$ cat src/rtl/gpio_irq_pkg.sv
package gpio_irq_pkg;
  typedef enum logic [1:0] {
    TRIG_LOW  = 2'd0,
    TRIG_HIGH = 2'd1,
    TRIG_RISE = 2'd2,
    TRIG_FALL = 2'd3
  } trig_e;

  localparam int OFS_OUT     = 'h00;
  localparam int OFS_DIR     = 'h04;
  localparam int OFS_PAD     = 'h08;
  localparam int OFS_TRIG_LO = 'h0C;
  localparam int OFS_TRIG_HI = 'h10;
  localparam int OFS_MASK    = 'h14;
  localparam int OFS_STAT    = 'h18;
endpackage

$ cat src/rtl/gpio_sync.sv
module gpio_sync #(
  parameter int W = 32
) (
  input  logic         clk,
  input  logic         rst,
  input  logic [W-1:0] async_i,
  output logic [W-1:0] sync_o
);
  logic [W-1:0] stage1_q, stage2_q;

  always_ff @(posedge clk) begin
    if (rst) begin
      stage1_q <= '0;
      stage2_q <= '0;
    end else begin
      stage1_q <= async_i;
      stage2_q <= stage1_q;
    end
  end

  assign sync_o = stage2_q;

  // each stage carries the previous cycle's value of the one before
  a_r4_stage1: assert property (@(posedge clk) disable iff (rst)
    1'b1 |=> (stage1_q == $past(async_i)));
  a_r4_stage2: assert property (@(posedge clk) disable iff (rst)
    1'b1 |=> (stage2_q == $past(stage1_q)));
endmodule

$ cat src/rtl/gpio_trig_detect.sv
module gpio_trig_detect
  import gpio_irq_pkg::*;
#(
  parameter int N = 32
) (
  input  logic           clk,
  input  logic           rst,
  input  logic [N-1:0]   lvl_i,
  input  logic [2*N-1:0] cfg_i,
  output logic [N-1:0]   hit_o
);
  logic [N-1:0] prev_q;
  logic [N-1:0] is_edge;

  always_ff @(posedge clk) begin
    if (rst) prev_q <= '0;
    else     prev_q <= lvl_i;
  end

  for (genvar i = 0; i < N; i++) begin : g_pin
    trig_e code;
    assign code       = trig_e'(cfg_i[2*i +: 2]);
    assign is_edge[i] = cfg_i[2*i+1];
    always_comb begin
      unique case (code)
        TRIG_LOW:  hit_o[i] = ~lvl_i[i];
        TRIG_HIGH: hit_o[i] =  lvl_i[i];
        TRIG_RISE: hit_o[i] =  lvl_i[i] & ~prev_q[i];
        TRIG_FALL: hit_o[i] = ~lvl_i[i] &  prev_q[i];
        default:   hit_o[i] = 1'b0;
      endcase
    end
  end

  // an edge-configured pin cannot fire on two consecutive cycles
  a_r7_edge_single: assert property (@(posedge clk) disable iff (rst)
    (|(hit_o & is_edge)) |=>
      (!$stable(cfg_i) || ((hit_o & $past(hit_o & is_edge)) == '0)));
endmodule

$ cat src/rtl/gpio_stat_irq.sv
module gpio_stat_irq #(
  parameter int N = 32
) (
  input  logic         clk,
  input  logic         rst,
  input  logic [N-1:0] hit_i,
  input  logic [N-1:0] clr_i,
  input  logic [N-1:0] mask_i,
  output logic [N-1:0] stat_o,
  output logic         irq_lo_o,
  output logic         irq_hi_o
);
  localparam int HALF = N / 2;

  logic [N-1:0] stat_q;

  always_ff @(posedge clk) begin
    if (rst) begin
      stat_q   <= '0;
      irq_lo_o <= 1'b0;
      irq_hi_o <= 1'b0;
    end else begin
      stat_q   <= (stat_q & ~clr_i) | hit_i;
      irq_lo_o <= |(stat_q[HALF-1:0] & mask_i[HALF-1:0]);
      irq_hi_o <= |(stat_q[N-1:HALF] & mask_i[N-1:HALF]);
    end
  end

  assign stat_o = stat_q;

  // a clear with no competing trigger empties the bit
  a_r8_clear: assert property (@(posedge clk) disable iff (rst)
    (|(clr_i & ~hit_i)) |=> ((stat_q & $past(clr_i & ~hit_i)) == '0));
  // a trigger always leaves its bit set, even against a clear
  a_r9_set_wins: assert property (@(posedge clk) disable iff (rst)
    (|hit_i) |=> ((stat_q & $past(hit_i)) == $past(hit_i)));
  // a zero mask keeps both lines low
  a_r10_masked: assert property (@(posedge clk) disable iff (rst)
    (mask_i == '0) |=> (!irq_lo_o && !irq_hi_o));
  // upper pins never reach the lower line
  a_r10_split: assert property (@(posedge clk) disable iff (rst)
    ((stat_q[HALF-1:0] & mask_i[HALF-1:0]) == '0) |=> !irq_lo_o);
endmodule

$ cat src/rtl/gpio_irq_port.sv
module gpio_irq_port
  import gpio_irq_pkg::*;
#(
  parameter int DATA_W = 32,
  parameter int ADDR_W = 8
) (
  input  logic              clk,
  input  logic              rst,
  input  logic              bus_wr,
  input  logic [ADDR_W-1:0] bus_addr,
  input  logic [DATA_W-1:0] bus_wdata,
  output logic [DATA_W-1:0] bus_rdata,
  input  logic [DATA_W-1:0] pad_in,
  output logic [DATA_W-1:0] pad_out,
  output logic [DATA_W-1:0] pad_oe,
  output logic              irq_lo,
  output logic              irq_hi
);
  localparam int N = DATA_W;

  logic [N-1:0] out_q, dir_q, mask_q, trig_lo_q, trig_hi_q;
  logic [N-1:0] lvl_sync, hit, stat, clr;
  logic [N-1:0] rd_mux;

  function automatic logic sel(input logic [ADDR_W-1:0] a, input int ofs);
    return a == ADDR_W'(ofs);
  endfunction

  always_ff @(posedge clk) begin
    if (rst) begin
      out_q     <= '0;
      dir_q     <= '0;
      mask_q    <= '0;
      trig_lo_q <= '0;
      trig_hi_q <= '0;
    end else if (bus_wr) begin
      if (sel(bus_addr, OFS_OUT))     out_q     <= bus_wdata;
      if (sel(bus_addr, OFS_DIR))     dir_q     <= bus_wdata;
      if (sel(bus_addr, OFS_MASK))    mask_q    <= bus_wdata;
      if (sel(bus_addr, OFS_TRIG_LO)) trig_lo_q <= bus_wdata;
      if (sel(bus_addr, OFS_TRIG_HI)) trig_hi_q <= bus_wdata;
    end
  end

  assign clr = (bus_wr && sel(bus_addr, OFS_STAT)) ? bus_wdata : '0;

  always_comb begin
    rd_mux = '0;
    if (sel(bus_addr, OFS_OUT))     rd_mux = out_q;
    if (sel(bus_addr, OFS_DIR))     rd_mux = dir_q;
    if (sel(bus_addr, OFS_PAD))     rd_mux = lvl_sync;
    if (sel(bus_addr, OFS_TRIG_LO)) rd_mux = trig_lo_q;
    if (sel(bus_addr, OFS_TRIG_HI)) rd_mux = trig_hi_q;
    if (sel(bus_addr, OFS_MASK))    rd_mux = mask_q;
    if (sel(bus_addr, OFS_STAT))    rd_mux = stat;
  end

  always_ff @(posedge clk) begin
    if (rst) bus_rdata <= '0;
    else     bus_rdata <= rd_mux;
  end

  assign pad_out = out_q;
  assign pad_oe  = dir_q;

  gpio_sync #(.W(N)) u_sync (
    .clk(clk), .rst(rst), .async_i(pad_in), .sync_o(lvl_sync)
  );

  gpio_trig_detect #(.N(N)) u_detect (
    .clk(clk), .rst(rst), .lvl_i(lvl_sync),
    .cfg_i({trig_hi_q, trig_lo_q}), .hit_o(hit)
  );

  gpio_stat_irq #(.N(N)) u_stat (
    .clk(clk), .rst(rst), .hit_i(hit), .clr_i(clr), .mask_i(mask_q),
    .stat_o(stat), .irq_lo_o(irq_lo), .irq_hi_o(irq_hi)
  );

  // the cycle after reset, the pins drive nothing
  a_r1_reset_outputs: assert property (@(posedge clk)
    rst |=> (pad_out == '0 && pad_oe == '0 && !irq_lo && !irq_hi));
  // a write to the pad-level offset leaves the drive registers alone
  a_r4_pad_ro: assert property (@(posedge clk) disable iff (rst)
    (bus_wr && sel(bus_addr, OFS_PAD)) |=> ($stable(pad_out) && $stable(pad_oe)));
endmodule

$ cat config.mk
export PLATFORM = sky130hd
export DESIGN_NAME = gpio_irq_port
export DESIGN_NICKNAME = d
export VERILOG_FILES = /design/src/rtl/gpio_irq_pkg.sv /design/src/rtl/gpio_sync.sv /design/src/rtl/gpio_trig_detect.sv /design/src/rtl/gpio_stat_irq.sv /design/src/rtl/gpio_irq_port.sv
export SDC_FILE = /design/constraint.sdc
export NUM_CORES = 1
export LEC_CHECK = 0
export BUFFER_PORTS_ARGS = -buffer_cell sky130_fd_sc_hd__clkbuf_2
export CAP_MARGIN = 20
export CORE_AREA = 2 2 257 183
export CTS_CLUSTER_SIZE = 40
export DETAILED_ROUTE_END_ITERATION = 8
export DIE_AREA = 0 0 259 185
export HOLD_SLACK_MARGIN = 0.12
export PLACE_DENSITY_LB_ADDON = 0.1
export SLEW_MARGIN = 20
export SYNTH_ARGS = -nofsm -noshare
export SYNTH_HDL_FRONTEND = slang
export SYNTH_SLANG_ARGS = --single-unit
$ cat constraint.sdc
create_clock -name clk -period 2.75 [get_ports clk]
set_input_delay 0.275 -clock clk [delete_from_list [all_inputs] [get_ports clk]]
set_output_delay 0.275 -clock clk [all_outputs]
set_load 0.01 [all_outputs]
* Word-level counts from Yosys, hierarchy flattened
Cells that the tools add are included.
Word-level totals: bits in registers 322, bits in latches 0, bits in writable memories 0, memory bits (read-only) 0, bits of input ports 75, output and inout port bits 98, logic and storage cells 328, memories kept 0
Cells by class: add/subtract/negate cells 0, multiply operators 0, divide/modulo/power cells 0, $lt $le $gt $ge 0, eq/ne operators 102, shifts and indexed selects 0, multiplexer cells 40, bitwise operators 133, reduce and logical (&&, ||, !) cells 41
Operator list (number):
- 32-bit two-way mux | 8
- 2-bit equality test, second input constant | 64
- 1-bit case mux with 4 select lines | 32
- 1-bit bitwise AND | 64
- 2-bit by 1-bit equality test with 1-bit output, second input constant | 32
- 2-bit logical NOT | 32
- 1-bit NOT | 64
- 16-bit bitwise AND | 2
- 32-bit bitwise AND | 1
- 32-bit NOT | 1
- 32-bit bitwise OR | 1
- 16-bit OR reduction | 2
- 8-bit by 5-bit equality test with 1-bit output, second input constant | 3
- 8-bit by 4-bit equality test with 1-bit output, second input constant | 2
- 2-bit AND reduction | 5
- 8-bit by 3-bit equality test with 1-bit output, second input constant | 1
- 8-bit logical NOT | 1
- 1-bit logical AND | 1

* Logic depth before layout (Yosys ltp)
depth after elaboration 8, mapped depth 7

* Cells and area by module
A second synthesis with hierarchy kept.
Second synthesis, totals: cells, all modules 1704, area total of the unflattened synthesis 14054.7 um2
Modules (own cells, without submodules):
- gpio_irq_port | instances 1, cells an instance 1188, area each 8770.9 um2, seq. area each 3843.7 um2
- gpio_trig_detect | instances 1, cells an instance 227, area each 2093.3 um2, seq. area each 640.6 um2
- gpio_sync | instances 1, cells an instance 135, area each 1918.1 um2, seq. area each 1281.2 um2
- gpio_stat_irq | instances 1, cells an instance 154, area each 1272.5 um2, seq. area each 680.7 um2

* Least setup slack after synthesis
Ideal clock, no wire load.
kind input to register, start point input bus_addr[3], end point register mask_q[10], arrival time 1.695 ns, required time 2.618 ns, setup slack 0.922 ns, cell stages on the path 7, buffers on the path 3, cell sequence buf_2 or4b_4 or3_1 buf_2 buf_6 nand2_1 a21oi_1
On the way: longest elaborated chain between the ends 2
Ends and longest elaborated chain:
- start, declared | RTL line gpio_irq_port.sv:10 | input logic [ADDR_W-1:0] bus_addr,
- 8-bit by 5-bit equality test with 1-bit output | RTL line gpio_irq_port.sv:26 | return a == ADDR_W'(ofs);
- 2-bit AND reduction (no line)
- end signal, assigned | RTL line gpio_irq_port.sv:39 | if (sel(bus_addr, OFS_MASK)) mask_q <= bus_wdata;
- end, declared | RTL line gpio_irq_port.sv:21 | logic [N-1:0] out_q, dir_q, mask_q, trig_lo_q, trig_hi_q;
No other way between the ends. A chain may end at the register's enable or synchronous reset.

* Worst setup path in the final report
start point register u_sync.stage2_q[13], in the netlist u_sync.sync_o[13], end point register bus_rdata[13]
On the way: longest elaborated chain between the ends 5
Ends and longest elaborated chain:
- start, declared | RTL line gpio_sync.sv:9 | logic [W-1:0] stage1_q, stage2_q;
- start signal, assigned | RTL line gpio_sync.sv:17 | stage2_q <= stage1_q;
- 32-bit two-way mux | RTL line gpio_irq_port.sv:51 | if (sel(bus_addr, OFS_PAD)) rd_mux = lvl_sync;
- 32-bit two-way mux | RTL line gpio_irq_port.sv:52 | if (sel(bus_addr, OFS_TRIG_LO)) rd_mux = trig_lo_q;
- 32-bit two-way mux | RTL line gpio_irq_port.sv:53 | if (sel(bus_addr, OFS_TRIG_HI)) rd_mux = trig_hi_q;
- 32-bit two-way mux | RTL line gpio_irq_port.sv:54 | if (sel(bus_addr, OFS_MASK)) rd_mux = mask_q;
- 32-bit two-way mux | RTL line gpio_irq_port.sv:55 | if (sel(bus_addr, OFS_STAT)) rd_mux = stat;
- end signal, assigned | RTL line gpio_irq_port.sv:60 | else bus_rdata <= rd_mux;
- end, declared | RTL line gpio_irq_port.sv:12 | output logic [DATA_W-1:0] bus_rdata,
No other way between the ends.

==> flow_summary.json <==
{
  "slew_headroom_pct": 42.7,
  "regArea_um2": 6450,
  "fmax_ghz": 0.537,
  "io_pins": 173,
  "place_congestion": 0.779,
  "yosysTopAreaCellShare_pct": 47.9,
  "p_total_mw": 10.4,
  "p_clk_share_pct": 47.1,
  "ys_top_cells_by_area": "dfxtp_1 48%, nand2_1 9.0%, nor2b_1 7.3%",
  "setup_viol": 0,
  "crit_start": "u_sync.sync_o[13]",
  "powerDensity_nw_per_um2": 616,
  "worstSetupPathType": "flop to flop",
  "die_w_um": 259,
  "synth_cells": 1564,
  "cts_inserted_buffers": 37,
  "crit_path_top_delay_cell": "dfxtp_1",
  "required_ns": 3.15,
  "synth_compound_area_share_pct": 16.3,
  "clock_path_buffers": 3,
  "tns_ns": 0,
  "routed_wl_mm": 50.7,
  "min-delay-path-class": "input pin to flop",
  "clk_latency_ns": 0.54,
  "n_fill_cell": 4641,
  "synth.cell_area_um2": 13400,
  "drtAntennaViolNets": 0,
  "cp_top_family": "flip-flops",
  "ir_drop_v": 0.000472,
  "worstReg2RegStart": "u_sync.sync_o[13]",
  "cts_tree": "done",
  "vias_per_cell": 5.02,
  "vias": 12100,
  "period_share_pct": 67.7,
  "async_flop_share_pct": 0,
  "die_h_um": 185,
  "synth_top_family_by_area": "simple AND/OR/NAND/NOR gates",
  "synth-seq-cells": 322,
  "clock_skew_ns": 0.0137,
  "grt_first_pass_wirelength_mm": 74.5,
  "syn_nets": 1639,
  "synthXorXnorAreaFrac_pct": 0.130,
  "hold_viol_final": 0,
  "drtIter0Drc": 999,
  "grt_max_degree": 108,
  "track_usage_pct": 20.7,
  "clkSinkCount": 322,
  "clock-root-buffer": "clkbuf_16",
  "core_area_um2": 45700,
  "dr.pass1.iters": 5,
  "die_area_um2": 47900,
  "ys.warnings.count": 0,
  "h-tree-depth": 2,
  "synth_area_leader_cell": "dfxtp_1",
  "synth_edf_count": 0,
  "total_leakage_power_nw": 6.12,
  "combinationalPowerShare_pct": 6.3,
  "dp.final_hpwl_mm": 33.8,
  "syn_to_final_growth_pct": 26.1,
  "seq_area_frac_synth_pct": 47.9,
  "cp.arrival_ns": 2.26,
  "grt_pass1_vias": 11300,
  "rsz0062_at_grt": "no",
  "drv_slew": 0,
  "fin_util_pct": 37.1,
  "wire_per_inst_um": 21.0,
  "period_minus_slack_ns": 1.86,
  "path_buf_inv": 0,
  "synth_ff_type": "dfxtp_1",
  "synth_mux_area_share_pct": 5.23,
  "worst-path-max-fanout": 6,
  "synth_cell_type_count": 41,
  "power.switching_mw": 2.47,
  "initial_core_util_pct": 29.4,
  "pwr-share-seq_pct": 46.6,
  "io_buffers": 172,
  "nets": 1848,
  "avgSynthCellArea_um2": 8.60,
  "mostFrequentLayoutCells": "322 x nand2_1, 322 x dfxtp_1, 189 x a21oi_1",
  "antenna_found_initial": 0,
  "startpoint_type": "flop",
  "drcViolationCount": 0,
  "endpoint_kind": "flop",
  "grt_overflow": 0,
  "status": "completed",
  "critPathMaxStageDelay_ns": 0.52,
  "worstMarginPinSlew_ns": 0.850,
  "drive_gt1_share_pct": 16.6,
  "crit_chain": "nor2b_1 -> a21oi_1 -> mux2_2 -> a221oi_1",
  "multi_input_area_um2": 6530,
  "cap_violations": 0,
  "num_rows": 66,
  "synth-simple-area-share_pct": 26.7,
  "hp-start": "bus_wdata[16]",
  "p_sw_share_pct": 23.6,
  "synth_fa_ha_area_share_pct": 0,
  "clk_pin_slew_ns": 0.06,
  "p_int_mw": 7.98
}
through the flow:
step | hold slack, ns | area, um2 | std cells | setup WS, ns
3_5_place_dp | 0.426 | 15000 | 2270 | 0.472
3_3_place_gp | 0.424 | 15000 | 2270 | 0.482
5_1_grt | 0.150 | 17000 | 2407 | 0.855
2_1_floorplan | 0.403 | 13400 | 1564 | 0.922
4_1_cts | 0.128 | 17000 | 2407 | 1.01
6_report | 0.148 | 17000 | 2408 | 0.888
repair_timing:
action | CTS | global route
hold buffers | 76 | 0
hold endpoints to repair | 185 | 0
resized for setup | 0 | 0
buffers inserted | 0 | 0
layout make-up:
type                    instances  share of cell area (%)
well taps                     612                    4.52
repair buffers                283                    11.9
clock inverters                 7                   0.554
diodes                          1                  0.0148
clock buffers                  54                    6.44
inverters                       1                  0.0221
flip-flops and latches        322                    38.0
multi-input cells            1128                    38.5
worst min-delay path, cell delays in order:
cell and delay [ns]:
clkbuf_2 0.20, nand2_1 0.10, a21oi_1 0.05
power groups by stage:
stage                     sequential (mW)  clock (mW)  combinational [mW]
final                                4.87        4.92               0.655
after global placement               4.97           0               0.564
after detailed placement             4.97           0               0.570
after CTS                            4.87        5.03               0.654
after floorplan                      4.92           0               0.319
after global routing                 4.88        5.22               0.705
kinds of logic (layout without fill, tap and decap cells):
family | after synthesis | in the layout
AOI/OAI and AO/OA | 368 | 368
xor gates and xnor gates | 2 | 2
buffers and inverters | 114 | 345
DFF | 322 | 322
muxes | 64 | 64
other | 0 | 1
and+or+nand+nor | 694 | 694
routing by layer:
metal / up-vias / wire (um) / track usage [%]
met5: - / 0 / 0
met4: 0 / 648 / 3.86
met3: 48 / 3110 / 2.89
met2: 337 / 21600 / 31.2
met1: 5863 / 25300 / 31.4
li1: 5834 / - / -
registers in the layout, indices dropped and copies added, names as in the netlist:
register	flops
bus_rdata	32
mask_q	32
pad_oe	32
pad_out	32
trig_hi_q	32
trig_lo_q	32
u_detect.prev_q	32
u_stat.irq_hi_o	1
u_stat.irq_lo_o	1
u_stat.stat_o	32
u_sync.stage1_q	32
u_sync.sync_o	32
cell usage after synthesis, types with 4 or more instances:
cell type  number
a21oi_1       189
a221oi_1       64
a22o_1          6
a22oi_1         4
and3_1         35
buf_2          33
clkbuf_1       74
dfxtp_1       322
mux2_2         30
mux2i_1        32
nand2_1       322
nand2b_1       64
nand3_1        33
nand3b_1       63
nor2_1          6
nor2b_1       156
o21ai_0        61
o22ai_1        33
final timing paths:
kind / to / slack [ns] / depth (start not counted)
worst min-delay path: trig_lo_q[16] / 0.15 / 3
worst min register to register: u_sync.sync_o[1] / 0.43 / 1
worst max register to register: bus_rdata[13] / 0.89 / 4
worst max-delay path: bus_rdata[13] / 0.89 / 4
No activity file was read; power rests on OpenSTA's default activity.
